### src/rtl/pflag_pkg.sv
package pflag_pkg;

    typedef enum logic [3:0] {
        REG_DIR   = 4'd0,
        REG_DOUT  = 4'd1,
        REG_EDGE  = 4'd2,
        REG_DUAL  = 4'd3,
        REG_INV   = 4'd4,
        REG_ENA   = 4'd5,
        REG_ENB   = 4'd6,
        REG_CLR   = 4'd7,
        REG_SWSET = 4'd8
    } reg_addr_e;

    typedef enum logic [1:0] {
        SENSE_LEVEL    = 2'd0,
        SENSE_ONE_EDGE = 2'd1,
        SENSE_TWO_EDGE = 2'd2
    } sense_e;

    function automatic sense_e decode_sense(input logic edge_bit, input logic dual_bit);
        if (!edge_bit)
            return SENSE_LEVEL;
        else if (dual_bit)
            return SENSE_TWO_EDGE;
        else
            return SENSE_ONE_EDGE;
    endfunction

endpackage

### src/rtl/pflag_sync.sv
module pflag_sync #(
    parameter int WIDTH  = 8,
    parameter int STAGES = 2
) (
    input  logic             clk,
    input  logic             rst_n,
    input  logic [WIDTH-1:0] d_i,
    output logic [WIDTH-1:0] q_o
);
    logic [WIDTH-1:0] chain_q [STAGES];

    for (genvar s = 0; s < STAGES; s++) begin : g_stage
        if (s == 0) begin : g_first
            always_ff @(posedge clk or negedge rst_n) begin
                if (!rst_n) chain_q[s] <= '0;
                else        chain_q[s] <= d_i;
            end
        end else begin : g_next
            always_ff @(posedge clk or negedge rst_n) begin
                if (!rst_n) chain_q[s] <= '0;
                else        chain_q[s] <= chain_q[s-1];
            end
        end
    end

    assign q_o = chain_q[STAGES-1];
endmodule

### src/rtl/pflag_detect.sv
module pflag_detect
    import pflag_pkg::*;
#(
    parameter int NUM_PINS = 8
) (
    input  logic                clk,
    input  logic                rst_n,
    input  logic [NUM_PINS-1:0] sync_i,
    input  logic [NUM_PINS-1:0] dir_i,
    input  logic [NUM_PINS-1:0] edge_i,
    input  logic [NUM_PINS-1:0] dual_i,
    input  logic [NUM_PINS-1:0] inv_i,
    output logic [NUM_PINS-1:0] evt_o,
    output logic [NUM_PINS-1:0] lvl_o
);
    logic [NUM_PINS-1:0] prev_q;

    always_ff @(posedge clk or negedge rst_n) begin
        if (!rst_n) prev_q <= '0;
        else        prev_q <= sync_i;
    end

    for (genvar g = 0; g < NUM_PINS; g++) begin : g_pin
        sense_e mode;
        logic   ev;
        logic   lv;
        always_comb begin
            mode = decode_sense(edge_i[g], dual_i[g]);
            ev   = 1'b0;
            lv   = 1'b0;
            if (!dir_i[g]) begin
                unique case (mode)
                    SENSE_LEVEL:    lv = sync_i[g] ^ inv_i[g];
                    SENSE_ONE_EDGE: ev = inv_i[g] ? (prev_q[g] & ~sync_i[g])
                                                  : (~prev_q[g] & sync_i[g]);
                    SENSE_TWO_EDGE: ev = prev_q[g] ^ sync_i[g];
                    default:        ev = 1'b0;
                endcase
            end
        end
        assign evt_o[g] = ev;
        assign lvl_o[g] = lv;
    end

    // an edge event needs a change between successive samples
    a_r5_edge_needs_change: assert property (@(posedge clk) disable iff (!rst_n)
        (evt_o != '0) |-> ((sync_i ^ prev_q) != '0));

endmodule

### src/rtl/pflag_regs.sv
module pflag_regs
    import pflag_pkg::*;
#(
    parameter int NUM_PINS = 8
) (
    input  logic                clk,
    input  logic                rst_n,
    input  logic                wr_en,
    input  logic [3:0]          wr_addr,
    input  logic [NUM_PINS-1:0] wr_data,
    input  logic [NUM_PINS-1:0] evt_i,
    output logic [NUM_PINS-1:0] dir_o,
    output logic [NUM_PINS-1:0] dout_o,
    output logic [NUM_PINS-1:0] edge_o,
    output logic [NUM_PINS-1:0] dual_o,
    output logic [NUM_PINS-1:0] inv_o,
    output logic [NUM_PINS-1:0] ena_o,
    output logic [NUM_PINS-1:0] enb_o,
    output logic [NUM_PINS-1:0] sticky_o
);
    logic [NUM_PINS-1:0] clr_mask;
    logic [NUM_PINS-1:0] set_mask;

    always_comb begin
        clr_mask = '0;
        set_mask = '0;
        if (wr_en) begin
            unique case (reg_addr_e'(wr_addr))
                REG_CLR:   clr_mask = wr_data;
                REG_SWSET: set_mask = wr_data;
                default:   clr_mask = '0;
            endcase
        end
    end

    always_ff @(posedge clk or negedge rst_n) begin
        if (!rst_n) begin
            dir_o  <= '0;
            dout_o <= '0;
            edge_o <= '0;
            dual_o <= '0;
            inv_o  <= '0;
            ena_o  <= '0;
            enb_o  <= '0;
        end else if (wr_en) begin
            unique case (reg_addr_e'(wr_addr))
                REG_DIR:  dir_o  <= wr_data;
                REG_DOUT: dout_o <= wr_data;
                REG_EDGE: edge_o <= wr_data;
                REG_DUAL: dual_o <= wr_data;
                REG_INV:  inv_o  <= wr_data;
                REG_ENA:  ena_o  <= wr_data;
                REG_ENB:  enb_o  <= wr_data;
                default:  dir_o  <= dir_o;
            endcase
        end
    end

    always_ff @(posedge clk or negedge rst_n) begin
        if (!rst_n) sticky_o <= '0;
        else        sticky_o <= (sticky_o & ~clr_mask) | evt_i | set_mask;
    end

    // a latched bit only drops when a clear write named it
    a_r7_sticky_holds: assert property (@(posedge clk) disable iff (!rst_n)
        ((~sticky_o & $past(sticky_o) & ~$past(clr_mask)) == '0));

    // a software set always lands
    a_r8_swset_lands: assert property (@(posedge clk) disable iff (!rst_n)
        (($past(set_mask) & ~sticky_o) == '0));

    // a bit of an output pin only rises through software
    a_r9_output_quiet: assert property (@(posedge clk) disable iff (!rst_n)
        ((sticky_o & ~$past(sticky_o) & $past(dir_o) & ~$past(set_mask)) == '0));

endmodule

### src/rtl/pflag_irq_ctrl.sv
module pflag_irq_ctrl
    import pflag_pkg::*;
#(
    parameter int NUM_PINS    = 8,
    parameter int SYNC_STAGES = 2
) (
    input  logic                clk,
    input  logic                rst_n,
    input  logic [NUM_PINS-1:0] pin_in,
    input  logic                wr_en,
    input  logic [3:0]          wr_addr,
    input  logic [NUM_PINS-1:0] wr_data,
    output logic [NUM_PINS-1:0] pin_oe,
    output logic [NUM_PINS-1:0] pin_out,
    output logic [NUM_PINS-1:0] status_o,
    output logic                irq_a,
    output logic                irq_b
);
    logic [NUM_PINS-1:0] pin_sync;
    logic [NUM_PINS-1:0] dir_q, dout_q, edge_q, dual_q, inv_q, ena_q, enb_q, sticky_q;
    logic [NUM_PINS-1:0] evt, lvl;

    pflag_sync #(.WIDTH(NUM_PINS), .STAGES(SYNC_STAGES)) i_sync (
        .clk(clk), .rst_n(rst_n), .d_i(pin_in), .q_o(pin_sync)
    );

    pflag_detect #(.NUM_PINS(NUM_PINS)) i_detect (
        .clk(clk), .rst_n(rst_n), .sync_i(pin_sync), .dir_i(dir_q),
        .edge_i(edge_q), .dual_i(dual_q), .inv_i(inv_q),
        .evt_o(evt), .lvl_o(lvl)
    );

    pflag_regs #(.NUM_PINS(NUM_PINS)) i_regs (
        .clk(clk), .rst_n(rst_n), .wr_en(wr_en), .wr_addr(wr_addr),
        .wr_data(wr_data), .evt_i(evt), .dir_o(dir_q), .dout_o(dout_q),
        .edge_o(edge_q), .dual_o(dual_q), .inv_o(inv_q), .ena_o(ena_q),
        .enb_o(enb_q), .sticky_o(sticky_q)
    );

    always_comb begin
        pin_oe   = dir_q;
        pin_out  = dout_q;
        status_o = sticky_q | lvl;
        irq_a    = |(status_o & ena_q);
        irq_b    = |(status_o & enb_q);
    end

    // a raised line always has a status bit behind it
    a_r10_irq_a_source: assert property (@(posedge clk) disable iff (!rst_n)
        irq_a |-> (status_o != '0));
    a_r10_irq_b_source: assert property (@(posedge clk) disable iff (!rst_n)
        irq_b |-> (status_o != '0));
    // level-mode output pins never show status through the level path
    a_r9_no_level_on_output: assert property (@(posedge clk) disable iff (!rst_n)
        ((lvl & pin_oe) == '0));

endmodule

### config.mk
export PLATFORM = sky130hd
export DESIGN_NAME = pflag_irq_ctrl
export DESIGN_NICKNAME = d
export VERILOG_FILES = /design/src/rtl/pflag_pkg.sv /design/src/rtl/pflag_sync.sv /design/src/rtl/pflag_detect.sv /design/src/rtl/pflag_regs.sv /design/src/rtl/pflag_irq_ctrl.sv
export SDC_FILE = /design/constraint.sdc
export NUM_CORES = 1
export LEC_CHECK = 0
export ABC_AREA = 1
export BUFFER_PORTS_ARGS = -buffer_cell sky130_fd_sc_hd__buf_2
export CORE_ASPECT_RATIO = 1.4
export CORE_MARGIN = 2
export CORE_UTILIZATION = 60
export CTS_CLUSTER_DIAMETER = 30
export DETAILED_ROUTE_END_ITERATION = 7
export PLACE_DENSITY_LB_ADDON = 0.08
export SYNTH_ARGS = -nofsm -noshare
export SYNTH_HDL_FRONTEND = slang
export SYNTH_SLANG_ARGS = --single-unit
### constraint.sdc
create_clock -name clk -period 2.1 [get_ports clk]
set_clock_uncertainty 0.15 [all_clocks]
set_input_delay 0.42 -clock clk [delete_from_list [all_inputs] [get_ports clk]]
set_output_delay 0.42 -clock clk [all_outputs]
set_load 0.02 [all_outputs]
After elaboration in Yosys (flattened, before gate mapping)
Index checks and enable logic that the tools add are counted.

word-level totals
  output and inout bits = 26
  bits in registers = 88

cells by class
  eq/ne operators = 24
  mux-type cells = 60
  bitwise gates (word level) = 55
  reductions and logical operators = 18

operators by type and width
  operator            count
  $mux 1              32
  $mux 2              16
  $mux 8              4
  $and 8x8->8         3
  $or 8x8->8          3
  $and 1x1->1         16
  $eq 2x1->1 const B  8
  $eq 2x2->1 const B  8
  $eq 4x3->1 const B  4
  $logic_not 2->1     8
  $not 1->1           16
  $pmux 1 s2          8
  $reduce_or 8->1     2
  $xor 1x1->1         16
  $reduce_and 2->1    7
  $eq 4x2->1 const B  2
  $not 8->8           1
  $eq 4x1->1 const B  1
  $eq 4x4->1 const B  1
  $logic_not 4->1     1

Longest topological paths before layout
Gate-level depths: netlist of run 1.

  depth in word-level cells = 8
  depth in mapped cells = 8

By module
From an unflattened synthesis of run 1, not the netlist that was laid out.

second synthesis, totals
  cells, all modules = 533
  area total of the unflattened synthesis = 4533.1 µm²

by module, submodules not included
  module          cells an instance  seq. area each (µm²)  instances  area each (µm²)
  pflag_regs      303                1601.5                1          2832.7
  pflag_detect    168                200.2                 1          1057.3
  pflag_sync      24                 400.4                 1          460.4
  pflag_irq_ctrl  38                 0.0                   1          182.7

Worst setup path after synthesis of run 1
OpenSTA, ideal clock, no wires.

  kind = register to output
  from = reg i_regs.dir_o[2]
  to = out irq_a
  stages on the path, launching flop included = 8
  path slack = 365 ps
  data arrival time = 1165 ps
  path through = dfrtp_1 nor2_1 nand3_1 nand2_1 nand2_1 nand2_1 nor2_1 nand2_1

on the way
  cells in the longest elaborated chain, start to end = 4

RTL lines
  what                      RTL line              text
  start: declaration        pflag_regs.sv:12      output logic [NUM_PINS-1:0] dir_o,
  start signal: assignment  pflag_regs.sv:47      REG_DIR: dir_o <= wr_data;
  start signal: assignment  pflag_regs.sv:54      default: dir_o <= dir_o;
  $mux 1                    pflag_detect.sv:31    if (!dir_i[g]) begin
  $or 8x8->8                pflag_irq_ctrl.sv:43  status_o = sticky_q | lvl;
  named net status_o[2]     pflag_irq_ctrl.sv:15  output logic [NUM_PINS-1:0] status_o,
  $and 8x8->8               pflag_irq_ctrl.sv:44  irq_a = |(status_o & ena_q);
  $reduce_or 8->1           pflag_irq_ctrl.sv:44
  end: declaration          pflag_irq_ctrl.sv:16  output logic irq_a,

The timed path passes the listed nets, and every way through them passes these cells.

Worst setup path in the final report of run 1
  from = reg i_regs.inv_o[2]
  to = out irq_a

on the way
  cells in the longest elaborated chain, start to end = 6

RTL lines
  what                      RTL line              text
  start: declaration        pflag_regs.sv:16      output logic [NUM_PINS-1:0] inv_o,
  start signal: assignment  pflag_regs.sv:51      REG_INV: inv_o <= wr_data;
  $xor 1x1->1               pflag_detect.sv:33    SENSE_LEVEL: lv = sync_i[g] ^ inv_i[g];
  $mux 1                    pflag_detect.sv:32    unique case (mode)
  $mux 1                    pflag_detect.sv:31
  $or 8x8->8                pflag_irq_ctrl.sv:43
  $and 8x8->8               pflag_irq_ctrl.sv:44
  $reduce_or 8->1           pflag_irq_ctrl.sv:44

No other way between the ends.

==> qor.txt, run 1 <==
RUN STATUS
-------------------------------------------------------------------------------------------------
Run status                                                                           finished, violations left
Failing checks                                                                       negative setup slack

GRT
-------------------------------------------------------------------------------------------------
Number of antenna violations at the first check in global routing                               0
Remaining global-route overflow                                                                 0
Via count of the first global-routing pass                                                   2966
Wire length of the first global-routing pass                                              13.4 mm
Maximum number of pins on one net before global-route repair                                   89
All-layer global routing usage                                                              0.247

SYNTH
-------------------------------------------------------------------------------------------------
Syn Nets                                                                                      466
Synthesized area divided by synthesized cell count                                     8.97 sq um
Post-Synthesis Cells                                                                          427
Cell area after synthesis                                                              3830 sq um
Post-synthesis register bit count                                                              88
Yosys warning total                                                                             0
Sequential-to-total area share from yosys stat                                              0.575
Number of distinct library cell variants in the gate-level netlist after synthesis             16

CLOCK NETWORK
-------------------------------------------------------------------------------------------------
CTS clock-pin slew for the worst setup and hold paths                                     0.08 ns
Clock tree from TritonCTS                                                                     yes
Clock insertion delay at the later pin of the skew report                                 0.36 ns
Number of levels in the clock H-tree                                                            3
Buffers from clock root to sink, at most                                                        2
Clock root buffer master                                                             sky130_fd_sc_hd__clkbuf_8
TritonCTS Buffers                                                                               9
Sinks on Clock Net                                                                             88

CELLS AND AREA
-------------------------------------------------------------------------------------------------
Share of final-layout standard cells stronger than drive strength 1                         0.240
Nets                                                                                          542
Commonest cells after routing, fill and taps aside                                   sky130_fd_sc_hd__nand2_1, sky130_fd_sc_hd__dfrtp_1, sky130_fd_sc_hd__o21ai_0, sky130_fd_sc_hd__buf_2
Diodes inserted                                                                                 0
Finished layout cell area                                                              4600 sq um
Leading cell type in the layout, fill and taps excluded                              sky130_fd_sc_hd__nand2_1
Layout area overhead                                                                        20.2%
Fillcell total                                                                                485

POWER AND IR DROP
-------------------------------------------------------------------------------------------------
Net Sw Frac                                                                                 0.313
Maximum VDD drop                                                                           606 uV
Net switching power                                                                       1.39 mW
Cell leakage power                                                                        2.37 nW
PnR Total Power                                                                           4.44 mW
Relative contribution of the clock network to total power                                   0.280
Pwr per Cell Area                                                                     966 nW/um^2
Part of the total power dissipated in sequential elements                                   0.495
Logic gate share of total power                                                             0.225
Cell internal pwr                                                                         3.05 mW

STA
-------------------------------------------------------------------------------------------------
Unrepaired setup endpoints after global routing                                              true
Hold violation total from the final report                                                      0
Number of max-slew violations in the final report                                               0
Highest clock rate                                                                        473 MHz
Setup-violating endpoint count in the final report                                              1
Worst path setup slack after routing                                                   -0.0121 ns
Sum of negative setup slack                                                            -0.0121 ns
Period utilisation layout                                                                    1.01
Post-route minimum period                                                                 2.11 ns
Slew HR                                                                                     0.554
Worst Tran Pin Value                                                                     0.666 ns

CRITICAL PATH
-------------------------------------------------------------------------------------------------
Cell with the biggest individual delay on the critical path                          sky130_fd_sc_hd__dfrtp_1
WP data required                                                                          1.53 ns
Critical Path Most Common Cell                                                       sky130_fd_sc_hd__nand2_1
Startpoint class of the critical path                                                   flip-flop
Setup Crit Path Kind                                                                 flip-flop to output pin
Sort of element at the end of the critical path                                        output pin
Critical path data arrival time                                                           1.54 ns
Max stage delay on crit path                                                              0.42 ns
Worst-path fanout max                                                                           4
Worst reg2reg path startpoint                                                        i_sync.q_o[4]
Critical Path, Cell by Cell                                                          inv_2 -> nand2_2 -> nand3_2 -> nand2_2 -> nand2_1 -> nand2_1 -> nor2_2 -> nand2_1 -> buf_6
Startpoint of the worst setup timing path                                            i_regs.inv_o[2]

ROUTE
-------------------------------------------------------------------------------------------------
Total wirelength of the detailed-routed design                                            8.31 mm
Detailed-route DRC error count                                                                  0
Remaining antenna violation count after routing                                                 0
Vias after detailed routing                                                                  3063
Vias/cell                                                                                    5.28
Routed length per instance                                                                14.3 um
Number of DRC violations after detailed-routing iteration 0                                   236
Number of optimization iterations in the first detailed-route pass                              4

PLACE
-------------------------------------------------------------------------------------------------
Instance area at placement                                                             4180 sq um
Post-placement worst setup slack                                                         0.114 ns
Buffers added on ports                                                                         48
Routability-driven placement congestion ratio                                               0.768
Estimated wirelength of the detail-placed design                                          5.51 mm

FLOORPLAN
-------------------------------------------------------------------------------------------------
Die Y-Extent                                                                              98.6 um
Horiz. Die Dim                                                                            71.5 um
Die area                                                                               7050 sq um
Area inside the core boundary                                                          6210 sq um
IO Pins                                                                                        49
Initial Utilization                                                                         0.617
Std cell rows                                                                                  34

MIN PATH
-------------------------------------------------------------------------------------------------
Worst Hold Launch                                                                       pin_in[3]
Class of the most critical hold timing path                                          input pin to flip-flop

FLOW RUN
-------------------------------------------------------------------------------------------------
MaxCap Viol Count                                                                               0

[metal layers]
metal	GRT usage	wire length [um]	part of all wire	vias up
met2	0.423	4390	0.53	62
met4	0.104	151	0.018	0
met1	0.307	3460	0.42	1467
met3	0.0429	303	0.036	11
met5	0	0	0	-
li1	-	-	-	1523
[path summary, 6_finish.rpt]
check,end,slack (ns),cells past startpoint
worst min register to register,i_sync.q_o[4],0.21,0
worst max register to register,i_regs.sticky_o[4],0.70,5
min in group asynchronous,i_detect.prev_q[3],0.45,3
worst max-delay path,irq_a,-0.01,9
worst min-delay path,i_sync.chain_q[11],0.009,1
max in group asynchronous,i_regs.enb_o[5],0.95,3
[kinds of logic after synthesis]
logic type | after synthesis | synth area share
fa+ha+maj | 16 | 0.0523
simple gates | 189 | 0.206
flops | 88 | 0.575
compound gates | 80 | 0.105
buf+inv | 54 | 0.0627
[cells in the mapped netlist]
cell,instances,area share
sky130_fd_sc_hd__nand2_1,118,0.12
sky130_fd_sc_hd__inv_1,45,0.044
sky130_fd_sc_hd__nor3_4,2,0.0085
sky130_fd_sc_hd__buf_2,3,0.0039
sky130_fd_sc_hd__clkbuf_1,1,0.00098
sky130_fd_sc_hd__nor2_1,30,0.029
sky130_fd_sc_hd__nand4_1,2,0.0033
sky130_fd_sc_hd__dfrtp_1,88,0.57
sky130_fd_sc_hd__nor2_2,1,0.0016
sky130_fd_sc_hd__nand2_2,1,0.0016
sky130_fd_sc_hd__ha_1,16,0.052
sky130_fd_sc_hd__buf_6,4,0.012
sky130_fd_sc_hd__buf_4,1,0.0020
sky130_fd_sc_hd__nand3_1,35,0.046
sky130_fd_sc_hd__a21oi_1,32,0.042
sky130_fd_sc_hd__o21ai_0,48,0.063
[worst max-delay path, delay by kind of cell (launching register included)]
kind,cells,cell delay [ns]
flops,1,0.42
buf+inv,2,0.22
simple gates,7,0.53
[through the flow]
step	utilization	instances	hold slack (ns)
after global routing	0.741	580	0.00136
after detailed placement	0.673	548	0.189
after global placement	0.673	548	0.182
after floorplan	-	427	-0.0256
final	0.741	580	0.00940
after CTS	0.721	571	0.000308
[power by group through the flow]
stage / clock [mW] / sequential [mW] / combinational (mW)
floorplan: 0 / 2.25 / 0.539
global placement: 0 / 2.21 / 0.857
detailed placement: 0 / 2.22 / 0.889
CTS: 1.26 / 2.19 / 0.934
global route: 1.33 / 2.24 / 1.14
finish: 1.24 / 2.20 / 1.00
[registers in the layout (all words and copies together), names as in the netlist]
register	count
i_regs.inv_o	8
i_regs.dir_o	8
i_sync.chain_q	8
i_regs.dual_o	8
i_regs.edge_o	8
i_regs.enb_o	8
i_regs.sticky_o	8
i_sync.q_o	8
i_regs.dout_o	8
i_regs.ena_o	8
i_detect.prev_q	8
[final cells by class]
type | count | area, sq um | share of cell area
inverter | 45 | 169 | 0.0367
clock buffer | 11 | 131 | 0.0285
multi-input combinational | 285 | 1460 | 0.316
clock inverter | 5 | 81.3 | 0.0177
timing repair buffer | 74 | 473 | 0.103
sequential | 88 | 2200 | 0.478
tap | 72 | 90.1 | 0.0196
[what timing repair did]
action                                 CTS  global route
buffers inserted                         5             7
hold buffers                             2             2
setup endpoints to repair                2             2
gates resized for setup                 11            28
pin swaps                                4             8
endpoints found under the hold margin   89             2
No activity file was read; power rests on OpenSTA's default activity.
==> inputs of run 2 (changes only) <==
--- a/config.mk
+++ b/config.mk
@@ -6,12 +6,12 @@
 export NUM_CORES = 1
 export LEC_CHECK = 0
 export ABC_AREA = 1
-export BUFFER_PORTS_ARGS = -buffer_cell sky130_fd_sc_hd__buf_2
 export CORE_ASPECT_RATIO = 1.4
 export CORE_MARGIN = 2
 export CORE_UTILIZATION = 60
 export CTS_CLUSTER_DIAMETER = 30
 export DETAILED_ROUTE_END_ITERATION = 7
+export DONT_BUFFER_PORTS = 1
 export PLACE_DENSITY_LB_ADDON = 0.08
 export SYNTH_ARGS = -nofsm -noshare
 export SYNTH_HDL_FRONTEND = slang
==> qor.txt, run 2 (same netlist as run 1, synthesis figures left out) <==
RUN STATUS
----------------------------------------------------------------------------------
Run status                                                            finished, violations left
Failing checks                                                        negative hold slack

PLACE
----------------------------------------------------------------------------------
Routability-driven placement congestion ratio                                0.814   +6.0%
Instance area at placement                                              3990 sq um   -4.7%
Number of placed instances, taps included                                      508   -7.3%
Post-placement worst setup slack                                          0.331 ns   +0.217 ns
Buffers added on ports                                                           0   -100%
Estimated wirelength of the detail-placed design                           5.48 mm   -0.51%

GRT
----------------------------------------------------------------------------------
Remaining global-route overflow                                                  0   unchanged
Via count of the first global-routing pass                                    2909   -1.9%
Number of antenna violations at the first check in global routing                0   unchanged
All-layer global routing usage                                               0.248   +0.000325
Maximum number of pins on one net before global-route repair                    89   unchanged
Wire length of the first global-routing pass                               13.5 mm   +0.98%

CLOCK NETWORK
----------------------------------------------------------------------------------
Number of levels in the clock H-tree                                             3   unchanged
Sinks on Clock Net                                                              88   unchanged
CTS clock-pin slew for the worst setup and hold paths                      0.09 ns   about the same
Clock insertion delay at the later pin of the skew report                  0.35 ns   about the same
Clock root buffer master                                              sky130_fd_sc_hd__clkbuf_8
TritonCTS Buffers                                                                9   unchanged
Hold-fix buffers at CTS                                                          8   +6
Clock tree from TritonCTS                                                      yes
Buffers from clock root to sink, at most                                         2   unchanged

MIN PATH
----------------------------------------------------------------------------------
Class of the most critical hold timing path                           input pin to asynchronous set/reset pin

FLOORPLAN
----------------------------------------------------------------------------------
IO Pins                                                                         49   unchanged
Die area                                                                7050 sq um   unchanged
Initial Utilization                                                          0.617   unchanged
Std cell rows                                                                   34   unchanged
Area inside the core boundary                                           6210 sq um   unchanged
Horiz. Die Dim                                                             71.5 um   unchanged
Die Y-Extent                                                               98.6 um   unchanged

POWER AND IR DROP
----------------------------------------------------------------------------------
Pwr per Cell Area                                                     1020 nW/um^2   +5.1%
Cell leakage power                                                         2.21 nW   -7.0%
PnR Total Power                                                            4.49 mW   +1.1%
Maximum VDD drop                                                            736 uV   +22%

CELLS AND AREA
----------------------------------------------------------------------------------
Leading cell type in the layout, fill and taps excluded               sky130_fd_sc_hd__nand2_1
Finished layout cell area                                               4430 sq um   -3.8%
Nets                                                                           501   -7.6%
Layout area overhead                                                         15.5%
Diodes inserted                                                                  0   unchanged
Post-route non-filler standard cell count                                      539   -7.1%
Share of final-layout standard cells stronger than drive strength 1          0.161   -0.0796
Commonest cells after routing, fill and taps aside                    sky130_fd_sc_hd__nand2_1, sky130_fd_sc_hd__dfrtp_1, sky130_fd_sc_hd__o21ai_0, sky130_fd_sc_hd__inv_1, sky130_fd_sc_hd__nand3_1

ROUTE
----------------------------------------------------------------------------------
Vias/cell                                                                     5.34   +1.1%
Detailed-route DRC error count                                                   0   unchanged
Number of optimization iterations in the first detailed-route pass               4   unchanged
Vias after detailed routing                                                   2879   -6.0%
Number of DRC violations after detailed-routing iteration 0                    134   -43%
Remaining antenna violation count after routing                                  0   unchanged
Routed length per instance                                                 15.0 um   +4.9%
Total wirelength of the detailed-routed design                             8.10 mm   -2.5%

CRITICAL PATH
----------------------------------------------------------------------------------
Sort of element at the end of the critical path                         output pin
Worst-path fanout max                                                            4   unchanged
Worst reg2reg path startpoint                                         i_sync.q_o[1]
Critical path data arrival time                                            1.48 ns   -0.06 ns
Setup Crit Path Kind                                                  flip-flop to output pin
Startpoint class of the critical path                                    flip-flop
Startpoint of the worst setup timing path                             i_regs.dir_o[6]
WP data required                                                           1.53 ns   about the same
Reg2Reg Depth                                                                    5   unchanged

STA
----------------------------------------------------------------------------------
Tightest hold margin                                                     -0.396 ns   -0.405 ns
Slew HR                                                                      0.758   +0.203
Worst Tran Pin Value                                                      0.362 ns   -0.304 ns
Setup-violating endpoint count in the final report                               0   -1
Period utilisation layout                                                    0.974   -0.0319
Worst path setup slack after routing                                     0.0548 ns   +0.0669 ns
Post-route minimum period                                                  2.05 ns   -0.0669 ns
Highest clock rate                                                         489 MHz   +3.3%
Number of max-slew violations in the final report                                0   unchanged
Hold violation total from the final report                                      88   +88

FLOW RUN
----------------------------------------------------------------------------------
MaxCap Viol Count                                                                0   unchanged

==> run 2: cell types whose count changed in the layout (fill, tap and decap cells not counted), moves of 5 or more <==
cell	delta
sky130_fd_sc_hd__buf_2	-45
sky130_fd_sc_hd__inv_1	+8
sky130_fd_sc_hd__inv_2	-8
sky130_fd_sc_hd__dfrtp_1	-7
sky130_fd_sc_hd__dfrtp_2	+7
sky130_fd_sc_hd__nor2_2	+5
==> run 2: report_power, final <==
group	switching, mW	internal, mW
Combinational	0.442	0.343
Sequential	0.297	1.99
Clock	0.592	0.829
Total	1.33	3.16
==> run 2: worst paths after layout <==
| check | endpoint | slack, ns |
|---|---|---|
| min in group clk | i_regs.sticky_o[7] | 0.09 |
| max | irq_b | 0.05 |
| max reg2reg | i_regs.sticky_o[1] | 0.74 |
| min | i_regs.dout_o[0] | -0.40 |
| min reg2reg | i_sync.q_o[4] | 0.20 |
| max in group asynchronous | i_regs.dir_o[2] | 2.06 |
==> run 2: final cells by class <==
cell class,instances,area (sq um)
Timing Repair Buffer,33,268
Sequential cell,88,2210
Multi-Input combinational cell,285,1440
Tap cell,72,90.1
Clock inverter,6,115
Inverter,45,169
Fill cell,506,1780
Clock buffer,10,138
==> run 2: timing repair <==
item / CTS / global route
setup buffers: 0 / 7
pin swaps: 0 / 11
endpoints found under the setup margin: 2 / 2
resized for setup: 8 / 22
hold endpoints to repair: 96 / 88
==> run 2: stage by stage <==
stage                     setup TNS [ns]  utilization
after floorplan                        0            -
after global placement                 0        0.642
after detailed placement               0        0.642
after CTS                              0        0.697
after global routing             -0.0541        0.713
final                                  0        0.713
==> run 2: layer usage <==
metal | global-route usage | part of all wire | up-vias | routed length, um
met4 | 0.0914 | 0.021 | 0 | 172
met1 | 0.312 | 0.42 | 1366 | 3370
met2 | 0.415 | 0.52 | 54 | 4190
met3 | 0.0583 | 0.045 | 15 | 367
li1 | - | - | 1444 | -
met5 | 0 | 0 | - | 0
==> run 2: critical path, stage by stage, from the launching register on <==
cell and delay, ns:
sky130_fd_sc_hd__dfrtp_2 0.48, sky130_fd_sc_hd__nor2_2 0.11, sky130_fd_sc_hd__nand3_1 0.12, sky130_fd_sc_hd__nand2_2 0.11, sky130_fd_sc_hd__nand2_1 0.06, sky130_fd_sc_hd__nand2_1 0.07
sky130_fd_sc_hd__nor2_1 0.05, sky130_fd_sc_hd__nand2_2 0.13
